**config.mk**
```make
export PLATFORM = sky130hd
export DESIGN_NAME = ioc_unit
export DESIGN_NICKNAME = d
export VERILOG_FILES = /design/src/rtl/ioc_unit.sv
export SDC_FILE = /design/constraint.sdc
export NUM_CORES = 1
export LEC_CHECK = 0
export ABC_CLOCK_PERIOD_IN_PS = 1200
export BUFFER_PORTS_ARGS = -buffer_cell sky130_fd_sc_hd__buf_2
export CAP_MARGIN = 20
export CORE_MARGIN = 2
export CORE_UTILIZATION = 47
export DETAILED_ROUTE_END_ITERATION = 6
export GPL_ROUTABILITY_DRIVEN = 0
export HOLD_SLACK_MARGIN = 0.1
export PLACE_DENSITY = 0.74
export SYNTH_ARGS = -nofsm -noshare
export SYNTH_HDL_FRONTEND = slang
export SYNTH_SLANG_ARGS = --single-unit
export TNS_END_PERCENT = 1
```
**constraint.sdc**
```tcl
create_clock -name clk -period 1.2 [get_ports clk]
set_input_delay 0.24 -clock clk [delete_from_list [all_inputs] [get_ports clk]]
set_output_delay 0.24 -clock clk [all_outputs]
set_load 0.02 [all_outputs]
```
**src/rtl/ioc_unit.sv**
```systemverilog
module ioc_unit #(
  parameter int W = 8
) (
  input  logic         clk,
  input  logic         rst_n,
  input  logic         unit_en,
  input  logic         wr_en,
  input  logic [1:0]   addr,
  input  logic [W-1:0] wdata,
  output logic [W-1:0] rdata,
  input  logic [W-1:0] pins_in,
  output logic         chg_flag,
  output logic         wake
);

  logic [W-1:0] pos_q, neg_q, flag_q, dir_q, prev_q;
  logic [W-1:0] rise, fall, hits, flag_kept;

  assign rise = pins_in & ~prev_q & pos_q;
  assign fall = ~pins_in & prev_q & neg_q;
  assign hits = unit_en ? (dir_q & (rise | fall)) : '0;
  assign flag_kept = (wr_en && addr == 2'd2) ? (flag_q & wdata) : flag_q;

  always_ff @(posedge clk or negedge rst_n) begin
    if (!rst_n) begin
      pos_q  <= '0;
      neg_q  <= '0;
      flag_q <= '0;
      dir_q  <= '1;
      prev_q <= '0;
      wake   <= 1'b0;
    end else begin
      if (wr_en && addr == 2'd0) pos_q <= wdata;
      if (wr_en && addr == 2'd1) neg_q <= wdata;
      if (wr_en && addr == 2'd3) dir_q <= wdata;
      flag_q <= flag_kept | hits;
      prev_q <= pins_in;
      wake   <= |hits;
    end
  end

  always_comb begin
    case (addr)
      2'd0:    rdata = pos_q;
      2'd1:    rdata = neg_q;
      2'd2:    rdata = flag_q;
      default: rdata = dir_q;
    endcase
  end

  assign chg_flag = unit_en & (|flag_q);

endmodule

```
==> metrics.md, run 1 <==
| Metric | Value |
|---|---|
| Setup crit start | flag_q[3] |
| Pint | 2.95 mW |
| GR Util met2 | 0.368 |
| Top-area cell type share of the netlist area | 0.434 |
| Max Cap Viol | 0 |
| GRT Total Usage | 0.225 |
| Total Wirelength | 4500 um |
| Slew HR | 0.740 |
| Violated checks | negative setup slack |
| Syn nets | 156 |
| Via/cell ratio | 5.38 |
| Port buffer count | 31 |
| Initial core utilization | 0.483 |
| Synth area leaders | dfrtp_1, mux2_2, dfstp_2 |
| Initial DRC Count | 98 |
| Final period util | 1.33 |
| CTS tree | done |
| Post-synth EDFFs | 0 |
| RSZ-0062 raised after global routing | yes |
| WHS | 0.217 ns |
| Final min period | 1.59 ns |
| Max clock buf depth | 2 |
| Setup-failing EPs final | 10 |
| Mean routed wirelength per cell | ~17 um |
| Syn avg cell area | 14.2 um^2 |
| Final std cells w/o fill | 263 |
| FF-to-FF End | wake |
| Seq cells post-synth | between 40 and 50 |
| Post-DP Area | 2360 um^2 |
| CP Max Fanout | 3 |
| Dpl cells | 244 |
| Layout area overhead | 37.1% |
| # nets final | 234 |
| Synth warn | 0 |
| Initial antenna violation count | 0 |
| DPL Wire Length | 3330 um |
| Yosys cell types | 17 |
| Crit-path max cell delay | 0.49 ns |
| Setup crit start kind | flop |
| Critical Path RT | 0.96 ns |
| Most numerous cell in the Yosys netlist | dfrtp_1 |
| Row cnt | 23 |
| Synthesized area | approximately 1900 um^2 |
| Fin. Hold Viols | 0 |
| Commonest cells in the synthesized netlist | dfrtp_1, mux2_2, nand3b_1 |
| Clock latency on the worst-skew pair | 0.29 ns |
| Die Ht | 67.6 um |
| Logic pwr share | 0.301 |
| Vias in the first global route | 1,507 |
| Sequential area share after synthesis | 0.544 |
| First-pass GRT wire length | 7410 um |
| Seq pwr share | 0.460 |
| Clk_skew | approximately 0.0072 ns |
| R2R depth | 5 |
| Max IR drop VDD | between 0.6 and 0.7 mV |
| Ant diodes | 0 |
| Num CTS Buffers | 5 |
| Die width | 67.6 um |
| Detailed Routing Iterations Pass 1 | 4 |
| Met3 Use GR | 0.0583 |
| Post-place setup slack | -0.339 ns |
| PnR worst setup slack | -0.395 ns |
| Post-synth top area cell | dfrtp_1 |
| GR Overflow Total | 0 |
| Setup crit end | rdata[3] |
| Leak | 1.15 nW |
| Pwr dens | 1580 nW/um^2 |
| Sink Count | just over 40 |
| Routed vias | 1,414 |
| Final Max Tran Viols | 0 |
| Data arrival, critical path | about 1.4 ns |
| Worst Tran Pin Value | 0.391 ns |
| DR DRC count | 0 |
| Reg2Reg Setup Slack | -0.03 ns |
| Crit. End Element | output port |
| GR Layer Usage met1 | 0.289 |
| Top Ports | 32 |
| Switching share of power | 0.284 |
| Fmax | ~0.63 GHz |
| Final core occ | 0.662 |
| Async SR Flop Fraction | 1.00 |
| Core ar. | 3940 um^2 |
| H-tree Lvls | 2 |
| CP max stage cell | mux4_2 |
| Synth Instances | 134 |
| Critical path class | reg -> out |
| Clock share of power | 0.238 |
| Grt peak-use layer | met2 |
| Most used DFF post-synth | dfrtp_1 |
| Status | finished, violations left |
| Reg clk slew, reported paths | 0.08 ns |
| Worst r2r src | pos_q[6] |
| Root Driver | clkbuf_8 |
| Hold Path Class | in -> reg |
| Sw power | around 1.2 mW |
| Remaining antenna violation count after routing | 0 |
| Largest net degree at the start of global routing | 27 |
| Layout cells sized above 1 | 0.554 |
| Die area | between 4000 and 5000 um^2 |
| Layout Cell Area excl Fill | 2610 um^2 |
| Critical-path cell list | mux4_2 -> buf_6 |
cell usage in the layout (no fill, tap or decap), types with 2 or more instances in the layout:
master	Yosys	routed
buf_6	1	7
buf_4	1	33
nor4_2	0	3
buf_12	0	2
nand3b_1	17	17
dfrtp_1	33	33
dfstp_2	8	8
dlygate4sd3_1	0	9
mux4_2	0	7
nand2b_1	8	8
mux2_2	24	24
o21ai_0	8	8
clkbuf_8	0	7
a21oi_1	8	8
buf_2	0	23
nand2_1	9	9
worst min-delay path by stage:
stage                        start        end  slack (ns)  cells past startpoint
after global placement       rst_n   neg_q[2]        0.17                      1
after detailed placement     rst_n  prev_q[2]        0.18                      1
after CTS                 wdata[7]   pos_q[7]        0.21                      2
after floorplan              rst_n  flag_q[0]       -0.06                      0
final                     wdata[7]   pos_q[7]        0.22                      2
after global routing      wdata[7]   pos_q[7]        0.22                      2
critical path, delay by kind of cell, from the launching register on:
kind / cells / cell delay (ns)
flip-flops: 1 / 0.43
buffers and inverters: 1 / 0.15
multiplexers: 1 / 0.49
per-layer routing:
metal,share of wire,wire [um]
met5,0,0
met4,0.012,53
met3,0.045,203
met2,0.50,2260
met1,0.44,1980
power groups by stage:
stage | registers (mW) | clock network (mW) | logic [mW]
floorplan | 1.86 | 0 | 0.572
global placement | 1.88 | 0 | 1.03
detailed placement | 1.90 | 0 | 1.07
CTS | 1.89 | 1.00 | 1.22
global route | 1.93 | 1.08 | 1.34
finish | 1.89 | 0.980 | 1.24
flip-flops by register name (all words and copies together), names as in the netlist:
name	cells
pos_q	8
flag_q	8
prev_q	8
dir_q	8
neg_q	8
wake	1
layout make-up:
type | count | area, um^2
clock inverters | 1 | 5.00
clock buffers | 7 | 96.3
multi-input cells | 90 | 837
repair buffers | 74 | 572
well taps | 50 | 62.6
fillers | 302 | 1330
flip-flops and latches | 41 | 1040
kinds of logic after synthesis:
| logic type | synth area share |
|---|---|
| multiplexers | 0.252 |
| buffers and inverters | 0.0118 |
| AO/OA/AOI/OAI | 0.0460 |
| AND/OR/NAND/NOR | 0.145 |
| flip-flops | 0.544 |
timing repair:
| action | 4_1_cts | 5_1_grt |
|---|---|---|
| buffers inserted | 2 | 0 |
| endpoints found under the hold margin | 20 | 0 |
| pin swaps | 1 | 1 |
| gates cloned | 0 | 0 |
| gates resized for setup | 22 | 4 |
| hold buffers | 9 | 0 |
| endpoints found under the setup margin | 11 | 10 |
stage by stage:
| stage | TNS, ns | total power [mW] |
|---|---|---|
| after CTS | -3.44 | 4.11 |
| after detailed placement | -8.04 | 2.97 |
| final | -3.38 | 4.11 |
| after floorplan | -0.632 | 2.43 |
| after global routing | -3.84 | 4.35 |
| after global placement | -7.03 | 2.91 |
Note: power is estimated with default switching activity, not from simulation.
==> run 2: changes to the inputs <==
--- a/config.mk
+++ b/config.mk
@@ -9,11 +9,11 @@
 export BUFFER_PORTS_ARGS = -buffer_cell sky130_fd_sc_hd__buf_2
 export CAP_MARGIN = 20
 export CORE_MARGIN = 2
-export CORE_UTILIZATION = 47
+export CORE_UTILIZATION = 40
 export DETAILED_ROUTE_END_ITERATION = 6
 export GPL_ROUTABILITY_DRIVEN = 0
 export HOLD_SLACK_MARGIN = 0.1
-export PLACE_DENSITY = 0.74
+export PLACE_DENSITY = 0.65
 export SYNTH_ARGS = -nofsm -noshare
 export SYNTH_HDL_FRONTEND = slang
 export SYNTH_SLANG_ARGS = --single-unit
==> metrics.md, run 2 (synthesized netlist as in run 1, its figures left out) <==
| Metric | Value |
|---|---|
| Status | finished, violations left |
| Violated checks | negative setup slack |
| Layout cells sized above 1 | 0.556 (+0.00156) |
| Most frequent cells in the layout | buf_4, dfrtp_1, mux2_2 |
| First-pass GRT wire length | 7480 um (+0.93%) |
| Critical path class | reg -> out |
| Die width | 73.0 um (+7.9%) |
| Slew HR | 0.779 (+0.0391) |
| Post-place setup slack | -0.338 ns (+0.00157 ns) |
| H-tree Lvls | 2 (unchanged) |
| Largest net degree at the start of global routing | 42 (+56%) |
| Worst Tran Pin Value | 0.332 ns (-0.0587 ns) |
| CP Max Fanout | 3 (unchanged) |
| Hold Path Class | in -> reg |
| Routed vias | 1,439 (+1.8%) |
| Max clock buf depth | 2 (unchanged) |
| DPL Wire Length | 3190 um (-4.2%) |
| Fmax | 0.620 GHz (-1.2%) |
| Pwr dens | 1580 nW/um^2 (about the same) |
| Commonest non-fill, non-tap cell in the layout | buf_4 |
| Initial DRC Count | 85 (-13%) |
| Die Ht | 73.0 um (+7.9%) |
| GRT Total Usage | 0.189 (-0.0356) |
| Fin. Hold Viols | 0 (unchanged) |
| RSZ-0062 raised after global routing | yes |
| # nets final | 237 (+1.3%) |
| Post-DP Area | 2370 um^2 (+0.32%) |
| Port buffer count | 31 (unchanged) |
| Overall power | 4.13 mW (+0.41%) |
| Row cnt | 25 (+8.7%) |
| Via/cell ratio | 5.33 (-0.87%) |
| Layout Cell Area excl Fill | 2620 um^2 (+0.43%) |
| Final period util | 1.35 (+0.0162) |
| Mean routed wirelength per cell | 16.9 um (-1.3%) |
| Layout filler cell count | 376 (+25%) |
| Layout area overhead | 37.7% |
| Max IR drop VDD | 0.875 mV (+38%) |
| Initial antenna violation count | 0 (unchanged) |
| Clk_skew | 0.0103 ns (+0.00318 ns) |
| GR Overflow Total | 0 (unchanged) |
| Reg clk slew, reported paths | 0.08 ns (about the same) |
| Setup-failing EPs final | 10 (unchanged) |
| Detailed Routing Iterations Pass 1 | 4 (unchanged) |
| Footprint of the multi-input gates | 843 um^2 (+0.75%) |
| Setup crit start kind | flop |
| WHS | 0.218 ns (+0.00103 ns) |
| Leak | 1.15 nW (about the same) |
| Max Cap Viol | 0 (unchanged) |
| CTS tree | done |
| PnR worst setup slack | -0.414 ns (-0.0194 ns) |
| Clock latency on the worst-skew pair | 0.30 ns (about the same) |
| Final min period | 1.61 ns (+0.0194 ns) |
| Data arrival, critical path | 1.37 ns (+0.02 ns) |
| DR DRC count | 0 (unchanged) |
| Total Wirelength | 4560 um (+1.3%) |
| Crit. End Element | output port |
| Top Ports | 32 (unchanged) |
| Register area | 1040 um^2 (+0.12%) |
| Final Max Tran Viols | 0 (unchanged) |
| Die area | 5330 um^2 (+16%) |
| Critical Path RT | 0.96 ns (about the same) |
| Root Driver | clkbuf_8 |
| Final core occ | 0.562 (-0.0995) |
| Sink Count | 41 (unchanged) |
| Ant diodes | 0 (unchanged) |
| Crit-path max cell delay | 0.49 ns (about the same) |
| Num CTS Buffers | 5 (unchanged) |
| Remaining antenna violation count after routing | 0 (unchanged) |
| CP max stage cell | mux4_2 |
| Core ar. | 4660 um^2 (+18%) |
| Critical-path cell list | mux4_2 -> buf_6 |
| Vias in the first global route | 1,573 (+4.4%) |
| Initial core utilization | 0.408 (-0.0744) |
## run 2: timing repair
action                                  CTS  global route
setup buffers                             3             0
resized for setup                        24             4
hold buffers                              9             0
hold endpoints to repair                 41             0
endpoints found under the setup margin   10            17
## run 2: worst max-delay path: cells and delay by family, from the launching register on
kind	cells	cell delay, ns
buffers and inverters	1	0.15
DFF	1	0.44
muxes	1	0.49
## run 2: worst paths after layout
check                               start   endpoint  slack [ns]  depth (start not counted)
max in group asynchronous           rst_n   dir_q[6]        0.49                          3
worst max register to register   neg_q[6]       wake       -0.02                          5
min in group asynchronous           rst_n   pos_q[2]        0.44                          3
worst min register to register  flag_q[2]  flag_q[2]        0.58                          2
worst min-delay path             wdata[7]   neg_q[7]        0.22                          2
worst max-delay path            flag_q[7]   rdata[7]       -0.41                          2
## run 2: area by class of cell
type,count,area share
Clock buffer,8,0.0344
Multi-Input combinational cell,90,0.322
Sequential cell,41,0.396
Tap cell,54,0.0258
Timing Repair Buffer,77,0.222
## run 2: metal layers
metal  up-vias  track usage  part of all wire
li1        662            -                 -
met1       724        0.227              0.42
met2        42        0.320              0.51
met3        11       0.0401             0.044
met4         0       0.0967             0.023
met5         -            0                 0
## run 2: power by group
| group | internal, mW | total (mW) | switching [mW] |
|---|---|---|---|
| combinational | 0.775 | 1.31 | 0.536 |
| clock | 0.469 | 0.924 | 0.455 |
| sequential | 1.70 | 1.90 | 0.197 |
## run 2: per-stage QoR
stage                     setup TNS [ns]  cells
after floorplan                   -0.632    134
after global placement             -7.14    250
after detailed placement           -7.40    250
after CTS                          -3.34    270
after global routing               -3.80    270
final                              -3.39    270
